===== config.mk =====
export PLATFORM = sky130hd
export DESIGN_NAME = wresp_order_tracker
export DESIGN_NICKNAME = d
export VERILOG_FILES = /design/src/rtl/wrt_pkg.sv /design/src/rtl/wrt_slot.sv /design/src/rtl/wrt_ring.sv /design/src/rtl/wrt_errors.sv /design/src/rtl/wresp_order_tracker.sv
export SDC_FILE = /design/constraint.sdc
export NUM_CORES = 1
export LEC_CHECK = 0
export BUFFER_PORTS_ARGS = -buffer_cell sky130_fd_sc_hd__buf_2
export CORE_UTILIZATION = 45
export DETAILED_ROUTE_END_ITERATION = 12
export PLACE_DENSITY_LB_ADDON = 0.2
export SETUP_SLACK_MARGIN = 0.02
export SYNTH_ARGS = -nofsm -noshare
export SYNTH_HDL_FRONTEND = slang
export SYNTH_SLANG_ARGS = --single-unit

===== constraint.sdc =====
create_clock -name clk -period 2.45 [get_ports clk]
set_input_delay 0.735 -clock clk [delete_from_list [all_inputs] [get_ports clk]]
set_output_delay 0.735 -clock clk [all_outputs]
set_load 0.005 [all_outputs]

===== src/rtl/wrt_pkg.sv =====
package wrt_pkg;

    typedef enum logic [1:0] {
        SLOT_FREE  = 2'd0,
        SLOT_ADDR  = 2'd1,
        SLOT_EARLY = 2'd2,
        SLOT_READY = 2'd3
    } slot_state_e;

    typedef enum logic [1:0] {
        RING_EMPTY   = 2'd0,
        RING_PARTIAL = 2'd1,
        RING_FULL    = 2'd2
    } ring_state_e;

    function automatic logic slot_active(input slot_state_e s);
        return (s == SLOT_ADDR) || (s == SLOT_READY);
    endfunction

endpackage


===== src/rtl/wrt_slot.sv =====
module wrt_slot
    import wrt_pkg::*;
#(
    parameter int ID_W    = 4,
    parameter int TIMEOUT = 16,
    localparam int AGE_W  = $clog2(TIMEOUT + 1)
) (
    input  logic            clk,
    input  logic            rst_n,
    input  logic            push_i,
    input  logic [ID_W-1:0] id_i,
    input  logic            last_i,
    input  logic            pop_i,
    output slot_state_e     state_o,
    output logic [ID_W-1:0] id_o,
    output logic            hit_o
);

    slot_state_e       state_q, state_d;
    logic [ID_W-1:0]   id_q;
    logic [AGE_W-1:0]  age_q;
    logic              active;

    assign active = slot_active(state_q);

    // state register
    always_ff @(posedge clk) begin
        if (!rst_n) state_q <= SLOT_FREE;
        else        state_q <= state_d;
    end

    // transitions: claim, finish, retire, reuse
    always_comb begin
        state_d = state_q;
        unique case (state_q)
            SLOT_FREE: begin
                if (push_i)      state_d = last_i ? SLOT_READY : SLOT_ADDR;
                else if (last_i) state_d = SLOT_EARLY;
            end
            SLOT_ADDR: begin
                if (pop_i)       state_d = push_i ? (last_i ? SLOT_READY : SLOT_ADDR) : SLOT_FREE;
                else if (last_i) state_d = SLOT_READY;
            end
            SLOT_EARLY: begin
                if (push_i)      state_d = SLOT_READY;
            end
            SLOT_READY: begin
                if (pop_i) begin
                    if (push_i)  state_d = last_i ? SLOT_READY : SLOT_ADDR;
                    else         state_d = last_i ? SLOT_EARLY : SLOT_FREE;
                end
            end
            default: state_d = SLOT_FREE;
        endcase
    end

    // payload and age
    always_ff @(posedge clk) begin
        if (!rst_n) begin
            id_q  <= '0;
            age_q <= '0;
        end else if (push_i) begin
            id_q  <= id_i;
            age_q <= '0;
        end else if (active && age_q != AGE_W'(TIMEOUT)) begin
            age_q <= age_q + AGE_W'(1);
        end
    end

    // outputs
    always_comb begin
        state_o = state_q;
        id_o    = id_q;
        hit_o   = active && !pop_i && (age_q == AGE_W'(TIMEOUT - 1));
    end

endmodule


===== src/rtl/wrt_ring.sv =====
module wrt_ring
    import wrt_pkg::*;
#(
    parameter int SLOTS  = 4,
    parameter int CNT_W  = 16,
    localparam int PTR_W = (SLOTS > 1) ? $clog2(SLOTS) : 1,
    localparam int OCC_W = $clog2(SLOTS + 1)
) (
    input  logic             clk,
    input  logic             rst_n,
    input  logic             aw_hs,
    input  logic             wlast_hs,
    input  logic             b_hs,
    output logic [PTR_W-1:0] head_o,
    output logic [PTR_W-1:0] tail_o,
    output logic [PTR_W-1:0] dptr_o,
    output logic [OCC_W-1:0] occ_o,
    output logic             empty_o,
    output logic             push_ok_o,
    output logic             retire_o,
    output logic             overflow_ev_o,
    output logic             unexpected_ev_o,
    output logic [CNT_W-1:0] pushed_o,
    output logic [CNT_W-1:0] retired_o
);

    ring_state_e      state_q, state_d;
    logic [PTR_W-1:0] head_q, tail_q, dptr_q;
    logic [OCC_W-1:0] occ_q;
    logic [CNT_W-1:0] pushed_q, retired_q;
    logic             push_ok, retire;

    function automatic logic [PTR_W-1:0] bump(input logic [PTR_W-1:0] p);
        return (p == PTR_W'(SLOTS - 1)) ? '0 : p + PTR_W'(1);
    endfunction

    assign retire  = b_hs && (state_q != RING_EMPTY);
    assign push_ok = aw_hs && ((state_q != RING_FULL) || retire);

    // state register
    always_ff @(posedge clk) begin
        if (!rst_n) state_q <= RING_EMPTY;
        else        state_q <= state_d;
    end

    // transitions: fill, drain, leave-empty, leave-full
    always_comb begin
        state_d = state_q;
        unique case (state_q)
            RING_EMPTY: begin
                if (push_ok) state_d = (SLOTS == 1) ? RING_FULL : RING_PARTIAL;
            end
            RING_PARTIAL: begin
                if (push_ok && !retire && occ_q == OCC_W'(SLOTS - 1))
                    state_d = RING_FULL;
                else if (retire && !push_ok && occ_q == OCC_W'(1))
                    state_d = RING_EMPTY;
            end
            RING_FULL: begin
                if (retire && !push_ok)
                    state_d = (SLOTS == 1) ? RING_EMPTY : RING_PARTIAL;
            end
            default: state_d = RING_EMPTY;
        endcase
    end

    always_ff @(posedge clk) begin
        if (!rst_n) begin
            head_q    <= '0;
            tail_q    <= '0;
            dptr_q    <= '0;
            occ_q     <= '0;
            pushed_q  <= '0;
            retired_q <= '0;
        end else begin
            if (push_ok)  tail_q <= bump(tail_q);
            if (retire)   head_q <= bump(head_q);
            if (wlast_hs) dptr_q <= bump(dptr_q);
            unique case ({push_ok, retire})
                2'b10:   occ_q <= occ_q + OCC_W'(1);
                2'b01:   occ_q <= occ_q - OCC_W'(1);
                default: occ_q <= occ_q;
            endcase
            if (push_ok) pushed_q  <= pushed_q + CNT_W'(1);
            if (retire)  retired_q <= retired_q + CNT_W'(1);
        end
    end

    // outputs
    always_comb begin
        head_o          = head_q;
        tail_o          = tail_q;
        dptr_o          = dptr_q;
        occ_o           = occ_q;
        empty_o         = (state_q == RING_EMPTY);
        push_ok_o       = push_ok;
        retire_o        = retire;
        overflow_ev_o   = aw_hs && !push_ok;
        unexpected_ev_o = b_hs && (state_q == RING_EMPTY);
        pushed_o        = pushed_q;
        retired_o       = retired_q;
    end

endmodule


===== src/rtl/wrt_errors.sv =====
module wrt_errors
    import wrt_pkg::*;
#(
    parameter int ID_W        = 4,
    parameter int SLOTS       = 4,
    parameter bit TIMEOUT_EN  = 1'b1,
    parameter bit OVERFLOW_EN = 1'b1
) (
    input  logic             clk,
    input  logic             rst_n,
    input  logic             retire_i,
    input  logic [ID_W-1:0]  b_id_i,
    input  logic [ID_W-1:0]  head_id_i,
    input  slot_state_e      head_state_i,
    input  logic [SLOTS-1:0] hit_i,
    input  logic             overflow_ev_i,
    input  logic             unexpected_ev_i,
    output logic             err_id_mismatch_o,
    output logic             err_early_resp_o,
    output logic             err_timeout_o,
    output logic             err_overflow_o,
    output logic             err_unexpected_o
);

    always_ff @(posedge clk) begin
        if (!rst_n) begin
            err_id_mismatch_o <= 1'b0;
            err_early_resp_o  <= 1'b0;
            err_timeout_o     <= 1'b0;
            err_overflow_o    <= 1'b0;
            err_unexpected_o  <= 1'b0;
        end else begin
            err_id_mismatch_o <= retire_i && (b_id_i != head_id_i);
            err_early_resp_o  <= retire_i && (head_state_i != SLOT_READY);
            err_timeout_o     <= TIMEOUT_EN && (|hit_i);
            err_overflow_o    <= OVERFLOW_EN && overflow_ev_i;
            err_unexpected_o  <= unexpected_ev_i;
        end
    end

endmodule


===== src/rtl/wresp_order_tracker.sv =====
module wresp_order_tracker
    import wrt_pkg::*;
#(
    parameter int SLOTS       = 4,
    parameter int ID_W        = 4,
    parameter int TIMEOUT     = 16,
    parameter bit TIMEOUT_EN  = 1'b1,
    parameter bit OVERFLOW_EN = 1'b1,
    parameter int CNT_W       = 16,
    localparam int OCC_W      = $clog2(SLOTS + 1)
) (
    input  logic             clk,
    input  logic             rst_n,
    input  logic             aw_valid,
    input  logic             aw_ready,
    input  logic [ID_W-1:0]  aw_id,
    input  logic             w_valid,
    input  logic             w_ready,
    input  logic             w_last,
    input  logic             b_valid,
    input  logic             b_ready,
    input  logic [ID_W-1:0]  b_id,
    output logic             err_id_mismatch,
    output logic             err_early_resp,
    output logic             err_timeout,
    output logic             err_overflow,
    output logic             err_unexpected,
    output logic [OCC_W-1:0] occupancy,
    output logic             empty,
    output logic [CNT_W-1:0] pushed_cnt,
    output logic [CNT_W-1:0] retired_cnt
);

    localparam int PTR_W = (SLOTS > 1) ? $clog2(SLOTS) : 1;

    logic             aw_hs, wlast_hs, b_hs;
    logic [PTR_W-1:0] head, tail, dptr;
    logic             push_ok, retire, overflow_ev, unexpected_ev;
    logic [ID_W-1:0]  slot_id [SLOTS];
    slot_state_e      slot_st [SLOTS];
    logic [SLOTS-1:0] hit;

    assign aw_hs    = aw_valid && aw_ready;
    assign wlast_hs = w_valid && w_ready && w_last;
    assign b_hs     = b_valid && b_ready;

    wrt_ring #(
        .SLOTS (SLOTS),
        .CNT_W (CNT_W)
    ) ring_i (
        .clk             (clk),
        .rst_n           (rst_n),
        .aw_hs           (aw_hs),
        .wlast_hs        (wlast_hs),
        .b_hs            (b_hs),
        .head_o          (head),
        .tail_o          (tail),
        .dptr_o          (dptr),
        .occ_o           (occupancy),
        .empty_o         (empty),
        .push_ok_o       (push_ok),
        .retire_o        (retire),
        .overflow_ev_o   (overflow_ev),
        .unexpected_ev_o (unexpected_ev),
        .pushed_o        (pushed_cnt),
        .retired_o       (retired_cnt)
    );

    for (genvar g = 0; g < SLOTS; g++) begin : g_slot
        wrt_slot #(
            .ID_W    (ID_W),
            .TIMEOUT (TIMEOUT)
        ) slot_i (
            .clk     (clk),
            .rst_n   (rst_n),
            .push_i  (push_ok && (tail == PTR_W'(g))),
            .id_i    (aw_id),
            .last_i  (wlast_hs && (dptr == PTR_W'(g))),
            .pop_i   (retire && (head == PTR_W'(g))),
            .state_o (slot_st[g]),
            .id_o    (slot_id[g]),
            .hit_o   (hit[g])
        );
    end

    wrt_errors #(
        .ID_W        (ID_W),
        .SLOTS       (SLOTS),
        .TIMEOUT_EN  (TIMEOUT_EN),
        .OVERFLOW_EN (OVERFLOW_EN)
    ) err_i (
        .clk               (clk),
        .rst_n             (rst_n),
        .retire_i          (retire),
        .b_id_i            (b_id),
        .head_id_i         (slot_id[head]),
        .head_state_i      (slot_st[head]),
        .hit_i             (hit),
        .overflow_ev_i     (overflow_ev),
        .unexpected_ev_i   (unexpected_ev),
        .err_id_mismatch_o (err_id_mismatch),
        .err_early_resp_o  (err_early_resp),
        .err_timeout_o     (err_timeout),
        .err_overflow_o    (err_overflow),
        .err_unexpected_o  (err_unexpected)
    );

endmodule


**Word-level counts from Yosys, hierarchy flattened**

Index checks and enable logic that the tools add are counted.

- Add/sub/neg operators: 11
- $lt $le $gt $ge: 1
- Equality and inequality tests: 57
- Muxes and demuxes: 59
- Bitwise operators: 2
- Reductions and logical operators: 69

Operators with widths:

| kind | count |
|---|---|
| $mux 2 | 49 |
| $logic_and 1x1->1 | 38 |
| $add 16x1->16 const B | 2 |
| $eq 2x2->1 const B | 16 |
| $pmux 2 s4 | 4 |
| $ne 3x1->1 const B | 9 |
| $add 5x1->5 const B | 4 |
| $eq 5x4->1 const B | 4 |
| $ne 2x1->1 const B | 10 |
| $ne 5x5->1 const B | 4 |
| $eq 2x1->1 const B | 9 |
| $logic_not 2->1 | 8 |
| $reduce_and 4->1 | 4 |
| $bmux 4 s2 | 1 |
| $mux 4 | 2 |
| $reduce_or 2->1 | 4 |
| $add 2x1->2 const B | 3 |
| $logic_not 1->1 | 6 |
| $pmux 2 s3 | 1 |
| $pmux 3 s2 | 1 |
| $logic_or 1x1->1 | 5 |
| $bmux 2 s2 | 1 |
| $ne 2x2->1 const B | 2 |
| $ne 4x4->1 | 1 |
| other kinds (10) | 11 |

- Bits in registers: 92
- Output and inout bits: 41
- Word-level logic and storage cells: 223

**Logic depth before layout (Yosys ltp)**

Gate-level depths: netlist (run 1).

- Word-level depth: 10
- Mapped depth: 11
- Gate-level depth less buffers: 8

**Hierarchy**

A second synthesis (run 1) with hierarchy kept.

- Cell total of the unflattened synthesis: 491
- Area total of the unflattened synthesis: 4,655.7 sq um

Modules (own cells, without submodules):

| module | times used | cells each | area an instance (sq um) |
|---|---|---|---|
| wrt_slot | 4 | 53 | 533.0 |
| wrt_ring | 1 | 238 | 2,085.8 |
| wresp_order_tracker | 1 | 26 | 261.5 |
| wrt_errors | 1 | 15 | 176.4 |

**Worst setup path after synthesis (run 1)**

Ideal clock, no wire load.

- Path kind: in2reg
- Start: input aw_valid
- End: register ring_i.occ_q[2] (netlist: ring_i.occ_o[2])
- Setup time: 0.115 ns
- Arrival time: 2.234 ns
- Data required time: 2.335 ns
- Slack: 0.101 ns
- Stages on the path: 9
- Path buffers: 2
- Path through: nand2_1 > a21oi_1 > clkbuf_1 > inv_1 > ha_1 > clkbuf_1 > a31oi_1 > o22ai_1 > and2_1

- Word-level cells in the longest chain between the ends: 4
- Elaborated cells between the ends (all ways): 6
- Those cells by class: eq/ne (2); mux (1); reduce/logical (3)

Ends and longest elaborated chain:

| item | RTL line | RTL |
|---|---|---|
| from (decl) | wresp_order_tracker.sv:14 | `input logic aw_valid,` |
| $logic_and 1x1->1 (*) | wresp_order_tracker.sv:43 | `assign aw_hs = aw_valid && aw_ready;` |
| $logic_and 1x1->1 (*) | wrt_ring.sv:38 | `assign push_ok = aw_hs && ((state_q != RING_FULL) \|\| retire);` |
| via push_ok | wresp_order_tracker.sv:38 | `logic push_ok, retire, overflow_ev, unexpected_ev;` |
| $eq 2x1->1 or $eq 2x2->1 (tied branches) | wrt_ring.sv:79 | `unique case ({push_ok, retire})` |
| $pmux 3 s2 or $reduce_bool 2->1 (tied branches) | - |  |
| to (signal assigned) | wrt_ring.sv:80 | `2'b10: occ_q <= occ_q + OCC_W'(1);` |
| to (signal assigned) | wrt_ring.sv:81 | `2'b01: occ_q <= occ_q - OCC_W'(1);` |
| to (signal assigned) | wrt_ring.sv:82 | `default: occ_q <= occ_q;` |
| to (decl) | wrt_ring.sv:29 | `logic [OCC_W-1:0] occ_q;` |

Mark *: on every way through the listed nets, which the timed path passes. The rest lies on a longest branch.
A chain may end at the register's enable or synchronous reset.

**Worst setup path in the final report (run 1)**

- Start: register ring_i.state_q[1]
- End: register ring_i.state_q[0]

- Word-level cells in the longest chain between the ends: 9
- Elaborated cells between the ends (all ways): 20
- Those cells by class: eq/ne (6); mux (2); reduce/logical (12)

Ends and longest elaborated chain:

| item | RTL line | RTL |
|---|---|---|
| from (decl) | wrt_ring.sv:27 | `ring_state_e state_q, state_d;` |
| from (signal assigned) | wrt_ring.sv:43 | `else state_q <= state_d;` |
| $reduce_bool 2->1 | wrt_ring.sv:37 | `assign retire = b_hs && (state_q != RING_EMPTY);` |
| $logic_and 1x1->1 | wrt_ring.sv:37 |  |
| $logic_or 1x1->1 | wrt_ring.sv:38 |  |
| $logic_and 1x1->1 | wrt_ring.sv:38 |  |
| $logic_not 1->1 | wrt_ring.sv:56, wrt_ring.sv:60 |  |
| $logic_and 1x1->1 | wrt_ring.sv:56, wrt_ring.sv:60 |  |
| $logic_and 1x1->1 | wrt_ring.sv:56 | `else if (retire && !push_ok && occ_q == OCC_W'(1))` |
| $ne 3x1->1 (no line) | - |  |
| $reduce_and 3->1 (no line) | - |  |

Several ways; a longest one is shown, not always the timed one.

==> results of run 1 <==
where the power goes:
part | internal [mW] | leakage, nW | switching (mW) | total [mW]
sequential | 1.52 | 0.744 | 0.0299 | 1.55
clock | 0.447 | 0.0982 | 0.523 | 0.971
combinational | 0.0833 | 1.21 | 0.120 | 0.203
worst paths after layout:
path | start | end | slack (ns) | cells after the start
worst max-delay path | ring_i.state_q[1]$_SDFFE_PN0P_ | ring_i.state_q[0]$_SDFFE_PN0P_ | 0.51 | 7
worst min-delay path | g_slot[0].slot_i.id_o[0]$_SDFFE_PN0P_ | g_slot[0].slot_i.id_o[0]$_SDFFE_PN0P_ | 0.46 | 2
worst max register to register | ring_i.state_q[1]$_SDFFE_PN0P_ | ring_i.state_q[0]$_SDFFE_PN0P_ | 0.51 | 7
worst min register to register | g_slot[0].slot_i.id_o[0]$_SDFFE_PN0P_ | g_slot[0].slot_i.id_o[0]$_SDFFE_PN0P_ | 0.46 | 2
metal layers:
layer | up-vias | share of wire, % | track usage (%)
met5 | - | 0 | 0
met4 | 0 | 1.2 | 6.13
met3 | 11 | 4.9 | 5.45
met2 | 77 | 47 | 33.1
met1 | 1740 | 47 | 24.4
li1 | 1922 | - | -
stage by stage:
step / total power, mW / instances / utilization [%]
finish: 2.72 / 702 / 53.9
global route: 2.85 / 702 / 53.9
CTS: 2.76 / 702 / 53.9
detailed placement: 1.79 / 686 / 51.9
global placement: 1.78 / 686 / 51.9
floorplan: 1.72 / 516 / -
flip-flops by register name (all words and copies together) (netlist names), 2 cells and up:
signal and flops:
g_slot.slot_i.state_o 8, g_slot.slot_i.age_q 20, ring_i.pushed_o 16, g_slot.slot_i.id_o 16, ring_i.tail_o 2, ring_i.dptr_o 2, ring_i.state_q 2, ring_i.occ_o 3
ring_i.head_o 2, ring_i.retired_o 16
layout make-up:
class | instances | area (um^2)
tap | 129 | 161
inverter | 34 | 128
sequential | 92 | 1840
clock buffer | 12 | 165
multi-input combinational | 366 | 2400
timing repair buffer | 65 | 358
clock inverter | 4 | 22.5
fill | 925 | 4340
worst max-delay path: stages, from the launching register on:
cell and delay [ns]:
dfxtp_1 0.52, nor2b_1 0.32, a21oi_1 0.14, buf_4 0.23
ha_1 0.24, a21oi_1 0.12, nand2_1 0.07, a211oi_1 0.22
kinds of logic (layout without fill, tap and decap cells):
kind of cell	Yosys count	in the layout	synth area share (%)
flip-flops	92	92	41.2
AO/OA/AOI/OAI	106	106	15.4
AND/OR/NAND/NOR	185	185	19.4
multiplexers	11	11	3.59
adder cells (fa/ha/maj)	32	32	8.97
buffers and inverters	58	115	5.07
XOR/XNOR	32	32	6.28
synthesized netlist by cell type, drive strengths merged, types with 3 or more instances:
cell type	number	area (um^2)
mux2i	7	70.1
o21ai	7	35.0
o22ai	5	31.3
xnor2	14	123
a211oi	4	30.0
a41oi	10	87.6
o31ai	12	90.1
o211ai	8	65.1
a21oi	46	230
nand4	9	62.6
buf	7	33.8
o21a	4	30.0
xor2	18	158
inv	33	124
nand3	32	160
o311ai	4	35.0
or3	8	50.1
nand2	58	218
mux4	4	90.1
ha	32	400
clkbuf	17	65.1
dfxtp	92	1840
nor2	50	188
and3	9	56.3
and2	3	18.8
or4	8	60.1
==> results.yml, run 1 <==
cells_and_area:
  layout-drive-gt1-share_pct: 15.5
  synthToLayoutAreaGrowth_pct: 13.6
  final_cell_mix: "92 x dfxtp_1, 58 x nand2_1, 57 x buf_2"
  n_antenna_cell: 0
  nets: 617
  final_common_cell: "dfxtp_1"
  stdcell_area_um2: 5070
timing:
  rsz0062_at_grt: "false"
  tightest_slew_ns: 0.557
  period_needed_ns: 1.94
  fin_ws_ns: 0.508
  setup_viol: 0
  drv_slew: 0
  slew_headroom_pct: 61.9
  whs_ns: 0.460
  fin_worst_skew_ns: 0.00823
  setup_tns_ns: 0
  hold_violations: 0
  fin_crit_sh_pct: 79.3
  max_freq_mhz: 515
synthesis:
  syn-cell-area_um2: 4470
  synth_edf_count: 0
  ys_seq_elements: 92
  yosysWarningCount: 0
  ys_seq_area_share_pct: 41.2
  synth_ff_type: "dfxtp_1"
  synth_cell_types: 43
  async_flop_share_pct: 0
  synth_fp_nets: 565
  netlist_instances: 516
  syn_area_per_cell_um2: 8.65
drt:
  drt_first_pass_iters: 4
  drc_errors: 0
  routedWlPerCell_um: 13.4
  viasPerCell: 5.34
  totalWireLength_um: 9440
  drtIter0Drc: 214
  vias: 3750
  ant_nets: 0
global_routing:
  grt_max_degree: 67
  grt_pass1_vias: 3470
  antenna_found_initial: 0
  grt_use_total_pct: 19.7
  grt_pass1_wl_um: 16000
  overflow: 0
cts:
  hold_buffers: 0
  cts.clk_slew.worst_paths_ns: 0.09
  cts-buffers-inserted: 9
  cts_tree: "yes"
  clock_latency_ns: 0.36
  h-tree-depth: 3
  cts.path.max_buffers: 2
  clock-root-buffer: "clkbuf_8"
  post_cts_resized: 0
  post_cts_buffers: 0
  cts_sinks: 92
floorplan:
  dieArea_um2: 10300
  design.core.area_um2: 9420
  start_util_pct: 47.4
  die_w_um: 102
  die_y_um: 102
  rows: 35
  io_pins: 58
setup_path:
  end_kind: "flip-flop"
  critPathMaxFanout: 21
  arrival_ns: 2.22
  path_class: "flip-flop to flip-flop"
  required_ns: 2.73
  startpoint_type: "flip-flop"
power_and_ir_drop:
  p_leak_nw: 2.05
  ir_drop_v: 0.000376
  p_per_area_nw_per_um2: 537
place:
  place_area_um2: 4890
  portBuffers: 57
  routabilityCongestion: 0.748
  dp_slack_ns: 0.286
  dpl.hpwl_um: 6670
run:
  cap_violations: 0
outcome:
  status: "complete, no violations"
hold_path:
  timing.hold.worst.class: "flip-flop to flip-flop"
(Power assumes the default switching activity.)
==> inputs of run 2 (changes only) <==
Settings changed: ABC_AREA set to 1.
Clock period 2.45 ns to 1.89 ns, I/O delays scaled along.
==> run 2 against run 1 <==
Against the previous run: critical path depth grew 2; register-to-register slack worse by 0.25 ns; first-iteration DRC count up 62%; critical endpoint is now g_slot[2].slot_i.state_o[1]$_SDFFE_PN0P_; highest routed layer unchanged.
==> results.yml, run 2 <==
timing:
  slew_headroom_pct: 71.6
  rsz0062_at_grt: "false"
  whs_ns: 0.472
  fin_crit_sh_pct: 86.2
  max_freq_mhz: 614
  tightest_slew_ns: 0.425
  drv_slew: 0
  setup_viol: 0
  hold_violations: 0
  period_needed_ns: 1.63
  fin_worst_skew_ns: 0.0101
setup_path:
  reg2reg_slack_ns: 0.26
  required_ns: 2.13
  path_class: "flip-flop to flip-flop"
  arrival_ns: 1.87
  critPathMaxFanout: 13
  startpoint_type: "flip-flop"
  end_kind: "flip-flop"
floorplan:
  die_y_um: 109
  design.core.area_um2: 10900
  dieArea_um2: 11800
  start_util_pct: 46.7
  die_w_um: 109
  io_pins: 58
  rows: 38
run:
  cap_violations: 0
synthesis:
  syn_area_per_cell_um2: 7.02
  synth_top_cell_area_share_pct: 36.0
  ys_seq_elements: 92
  yosysWarningCount: 0
  syn-cell-area_um2: 5110
  synth_edf_count: 0
  yosys-top-cells-area: "dfxtp_1 36%, nand2_1 13%, ha_1 7.8%, nor2_1 6.8%, inv_1 5.9%"
  ys_seq_area_share_pct: 36.0
  synth_cell_types: 40
  async_flop_share_pct: 0
  synth.most_common_cell: "nand2_1"
  netlist_instances: 728
  synth.largest_area_cell: "dfxtp_1"
  synth_ff_type: "dfxtp_1"
  synth_fp_nets: 777
  synthTopCellsByCount: "173 x nand2_1, 92 x dfxtp_1, 92 x nor2_1, 81 x inv_1, 49 x a21oi_1"
cts:
  post_cts_resized: 0
  hold_buffers: 0
  post_cts_buffers: 0
  cts.clk_slew.worst_paths_ns: 0.06
  cts.path.max_buffers: 2
  cts_sinks: 92
  cts-buffers-inserted: 9
  clock_latency_ns: 0.35
  cts_tree: "yes"
  clock-root-buffer: "clkbuf_16"
  h-tree-depth: 3
global_routing:
  grt_use_total_pct: 21.4
  overflow: 0
  antenna_found_initial: 0
  grt_pass1_vias: 4383
  grt_max_degree: 25
  grt_pass1_wl_um: 19800
cells_and_area:
  nets: 847
  n_antenna_cell: 0
  fin_util_pct: 54.9
  final_cell_mix: "173 x nand2_1, 92 x nor2_1, 92 x dfxtp_1"
  largest_register_ffs: 20
  layout-drive-gt1-share_pct: 15.2
  final_common_cell: "nand2_1"
  synthToLayoutAreaGrowth_pct: 17.6
  fillers: 1057
  regMostFlops: "g_slot.slot_i.age_q"
power_and_ir_drop:
  p_per_area_nw_per_um2: 750
  ir_drop_v: 0.000497
  p_leak_nw: 2.53
place:
  portBuffers: 57
  dpl.hpwl_um: 8990
  routabilityCongestion: 0.864
hold_path:
  timing.hold.worst.class: "flip-flop to flip-flop"
drt:
  drt_first_pass_iters: 5
  routedWlPerCell_um: 12.6
  drtIter0Drc: 347
  viasPerCell: 5.09
  vias: 4804
  totalWireLength_um: 11900
  drc_errors: 0
  ant_nets: 0
outcome:
  status: "complete, no violations"
[run 2: cell count changes after synthesis, sizes merged, moves of 17 or more]
cell   delta
nor2     +48
nor3     +17
inv      +50
o21ai    +29
nand3    +19
nand2   +122
[run 2: worst paths after layout]
| check | start | end | cells after the start |
|---|---|---|---|
| worst max-delay path | ring_i.head_o[0]$_SDFFE_PN0P_ | g_slot[2].slot_i.state_o[1]$_SDFFE_PN0P_ | 9 |
| worst max register to register | ring_i.head_o[0]$_SDFFE_PN0P_ | g_slot[2].slot_i.state_o[1]$_SDFFE_PN0P_ | 9 |
| worst min-delay path | g_slot[2].slot_i.id_o[2]$_SDFFE_PN0P_ | g_slot[2].slot_i.id_o[2]$_SDFFE_PN0P_ | 2 |
| worst min register to register | g_slot[2].slot_i.id_o[2]$_SDFFE_PN0P_ | g_slot[2].slot_i.id_o[2]$_SDFFE_PN0P_ | 2 |
[run 2: kinds of logic after synthesis]
kind of cell | count (synthesis) | share of synthesized area [%]
and+or+nand+nor | 377 | 33.3
DFF | 92 | 36.0
adders and majority gates | 32 | 7.83
xor gates and xnor gates | 19 | 3.26
AOI/OAI and AO/OA | 104 | 11.3
buffers and inverters | 104 | 8.25
[run 2: layer usage]
layer,vias to the layer above,routed length [um],GRT usage [%]
met1,2196,5690,26.7
met4,0,138,6.95
met2,99,5560,36.3
met3,12,530,4.76
met5,-,0,0
li1,2497,-,-
[run 2: final cells by class]
cell class / instances / area (um^2) / share of cell area [%]
timing repair buffer: 79 / 475 / 7.91
tap: 140 / 175 / 2.92
sequential: 92 / 1840 / 30.7
clock inverter: 7 / 115 / 1.92
inverter: 84 / 315 / 5.25
multi-input combinational: 532 / 2860 / 47.6
clock buffer: 9 / 225 / 3.75
[run 2: metrics by stage]
step                      setup slack [ns]  std cells  TNS [ns]  total power, mW  area (um^2)
after floorplan                     0.0305        728         0             2.35         5120
after global placement              0.0589        927         0             2.48         5670
after detailed placement           -0.0132        927   -0.0132             2.49         5670
after CTS                            0.257        943         0             4.55         6010
after global routing                 0.117        943         0             4.71         6010
final                                0.260        943         0             4.51         6010
[run 2: worst max-delay path, cell delays in order, from the launching register on]
cell and delay, ns:
dfxtp_1 0.31, inv_1 0.32, ha_1 0.26, inv_1 0.05, nor2_1 0.15, nor2_1 0.12
nand2_1 0.07, nand2_1 0.06, a21oi_1 0.12, nor2_1 0.06
[run 2: power breakdown]
part | switching [mW] | internal (mW) | total [mW]
sequential | 0.0457 | 1.99 | 2.04
combinational | 0.256 | 0.156 | 0.412
clock | 0.770 | 1.29 | 2.06
==> inputs of run 3 (changes only) <==
Settings changed: SETUP_SLACK_MARGIN 0.02 to 0.5.
==> run 3 against run 2 <==
Against the previous run: setup slack better by 0.12 ns; final area rose by 18%; clock-buffer cell count unchanged; via count up 10%; clock skew decreased by 0.0044 ns; sequential power about the same; clock power fell by 11%.
==> results.yml, run 3 (synthesized netlist as in run 2, its figures left out) <==
cts:
  cts.clk_slew.worst_paths_ns: 0.07
  clock-root-buffer: "clkbuf_16"
  h-tree-depth: 3
  cts_tree: "yes"
  clock_latency_ns: 0.35
  cts.path.max_buffers: 2
  cts-buffers-inserted: 9
  cts_sinks: 92
power_and_ir_drop:
  switching_share_pct: 26.8
  combinationalPowerShare_pct: 12.3
  clockPowerShare_pct: 41.8
  p_seq_share_pct: 45.9
  p_per_area_nw_per_um2: 620
  switching_power_mw: 1.18
  p_int_mw: 3.23
  ir_drop_v: 0.000430
  p_leak_nw: 2.98
global_routing:
  grt_use_total_pct: 22.9
  antenna_found_initial: 0
  grt_max_degree: 21
  grt_pass1_wl_um: 21300
  grt_pass1_vias: 4712
  overflow: 0
drt:
  vias: 5290
  drtIter0Drc: 447
  routedWlPerCell_um: 14.0
  drt_first_pass_iters: 5
  ant_nets: 0
  totalWireLength_um: 13900
  drc_errors: 0
  viasPerCell: 5.32
cells_and_area:
  regMostFlops: "g_slot.slot_i.age_q"
  final_cell_mix: "153 x nand2_1, 77 x nor2_1, 72 x inv_1"
  synthToLayoutAreaGrowth_pct: 39.3
  nets: 898
  n_antenna_cell: 0
  multi_input_area_um2: 3340
  largest_register_ffs: 20
  final-seq-area_um2: 1940
  final_common_cell: "nand2_1"
  layout-drive-gt1-share_pct: 35.4
  fillers: 867
timing:
  setup_tns_ns: 0
  fin_crit_sh_pct: 79.8
  drv_slew: 0
  fin_ws_ns: 0.381
  period_needed_ns: 1.51
  tightest_slew_ns: 0.469
  max_freq_mhz: 663
  rsz0062_at_grt: "true"
  setup_viol: 0
  fin_worst_skew_ns: 0.00568
  hold_violations: 0
  slew_headroom_pct: 68.7
setup_path:
  worst_r2r_endpoint: "g_slot[3].slot_i.state_o[1]$_SDFFE_PN0P_"
  setup.worst_path.end: "g_slot[3].slot_i.state_o[1]$_SDFFE_PN0P_"
  reg2reg_slack_ns: 0.38
  crit_path_start: "ring_i.state_q[1]$_SDFFE_PN0P_"
  crit_chain: "nor2_4, buf_6, nor2_4, buf_12, buf_12, nand3_4, inv_1, nand2_1, nand2_1, nand2_1, nand2_1, nor2_1"
  ff2ff_path_depth: 12
  rr_startpoint: "ring_i.state_q[1]$_SDFFE_PN0P_"
  arrival_ns: 1.76
  required_ns: 2.14
  path_class: "flip-flop to flip-flop"
  end_kind: "flip-flop"
  startpoint_type: "flip-flop"
  critPathMaxFanout: 5
  crit_top_cell: "nand2_1"
  slowest_stage: "dfxtp_4"
  critPathMaxStageDelay_ns: 0.38
floorplan:
  design.core.area_um2: 10900
  start_util_pct: 46.7
  io_pins: 58
  die_w_um: 109
  dieArea_um2: 11800
  rows: 38
  die_y_um: 109
hold_path:
  timing.hold.worst.class: "flip-flop to flip-flop"
place:
  routabilityCongestion: 0.876
  portBuffers: 57
  dp_slack_ns: 0.0865
  dpl.hpwl_um: 9040
outcome:
  status: "complete, no violations"
run:
  cap_violations: 0
==> run 3: changes by cell type in the layout (fill, tap and decap cells not counted), moves of 13 or more <==
cell | previous run | this run
nor2_1 | 92 | 77
buf_4 | 20 | 59
dfxtp_2 | 0 | 29
nand2_1 | 173 | 153
dfxtp_1 | 92 | 46
buf_2 | 57 | 43
dfxtp_4 | 0 | 17
nand3_1 | 48 | 35
buf_6 | 0 | 20
==> run 3: power groups by stage <==
stage / Clock, mW / Combinational [mW] / Sequential, mW
after CTS: 1.87 / 0.462 / 2.02
final: 1.84 / 0.544 / 2.03
after detailed placement: 0 / 0.416 / 2.08
after global placement: 0 / 0.403 / 2.08
after global routing: 1.94 / 0.601 / 2.03
after floorplan: 0 / 0.294 / 2.07
==> run 3: how the worst min path moves through the flow <==
stage	start	endpoint	slack, ns	cells past startpoint
after global routing	g_slot[2].slot_i.id_o[2]$_SDFFE_PN0P_	g_slot[2].slot_i.id_o[2]$_SDFFE_PN0P_	0.49	2
after CTS	g_slot[2].slot_i.id_o[2]$_SDFFE_PN0P_	g_slot[2].slot_i.id_o[2]$_SDFFE_PN0P_	0.47	2
after floorplan	g_slot[2].slot_i.id_o[0]$_SDFFE_PN0P_	g_slot[2].slot_i.id_o[0]$_SDFFE_PN0P_	0.45	2
final	g_slot[2].slot_i.id_o[2]$_SDFFE_PN0P_	g_slot[2].slot_i.id_o[2]$_SDFFE_PN0P_	0.47	2
after detailed placement	g_slot[2].slot_i.id_o[2]$_SDFFE_PN0P_	g_slot[2].slot_i.id_o[2]$_SDFFE_PN0P_	0.46	2
after global placement	g_slot[2].slot_i.id_o[3]$_SDFFE_PN0P_	g_slot[2].slot_i.id_o[3]$_SDFFE_PN0P_	0.45	2
==> run 3: metal layers <==
metal	wire length, um	vias to the layer above	share of wire [%]	GRT usage (%)
li1	-	2611	-	-
met1	6080	2468	44	29.1
met2	6730	175	48	38.2
met3	715	36	5.1	3.25
met4	418	0	3.0	10.1
met5	0	-	0	0
==> run 3: metrics by stage <==
stage | power (mW) | util (%) | cell area [um^2] | cells | hold slack (ns)
2_1_floorplan | 2.36 | - | 5150 | 728 | 0.445
3_3_place_gp | 2.48 | 52.0 | 5680 | 928 | 0.453
3_5_place_dp | 2.50 | 52.0 | 5680 | 928 | 0.463
4_1_cts | 4.35 | 59.5 | 6510 | 974 | 0.473
5_1_grt | 4.57 | 65.1 | 7120 | 994 | 0.493
6_report | 4.41 | 65.1 | 7120 | 994 | 0.471
==> run 3: what timing repair did <==
item	CTS	global route
endpoints found under the setup margin	69	96
resized for setup	95	115
buffers inserted	29	17
cloned	1	3
pin swaps	11	27
hold buffers	0	0
endpoints found under the hold margin	0	0
==> run 3: cell type report <==
| class | instances | area share (%) |
|---|---|---|
| clock buffers | 9 | 3.16 |
| clock inverters | 7 | 1.07 |
| inverters | 84 | 4.68 |
| multi-input cells | 533 | 46.9 |
| flip-flops and latches | 92 | 27.3 |
| well taps | 140 | 2.46 |
| repair buffers | 129 | 14.5 |
==> run 3: worst max-delay path: cells and delay by family, from the launching register on <==
kind          cells  cell delay [ns]
buf+inv           4             0.49
flops             1             0.38
simple gates      8             0.54
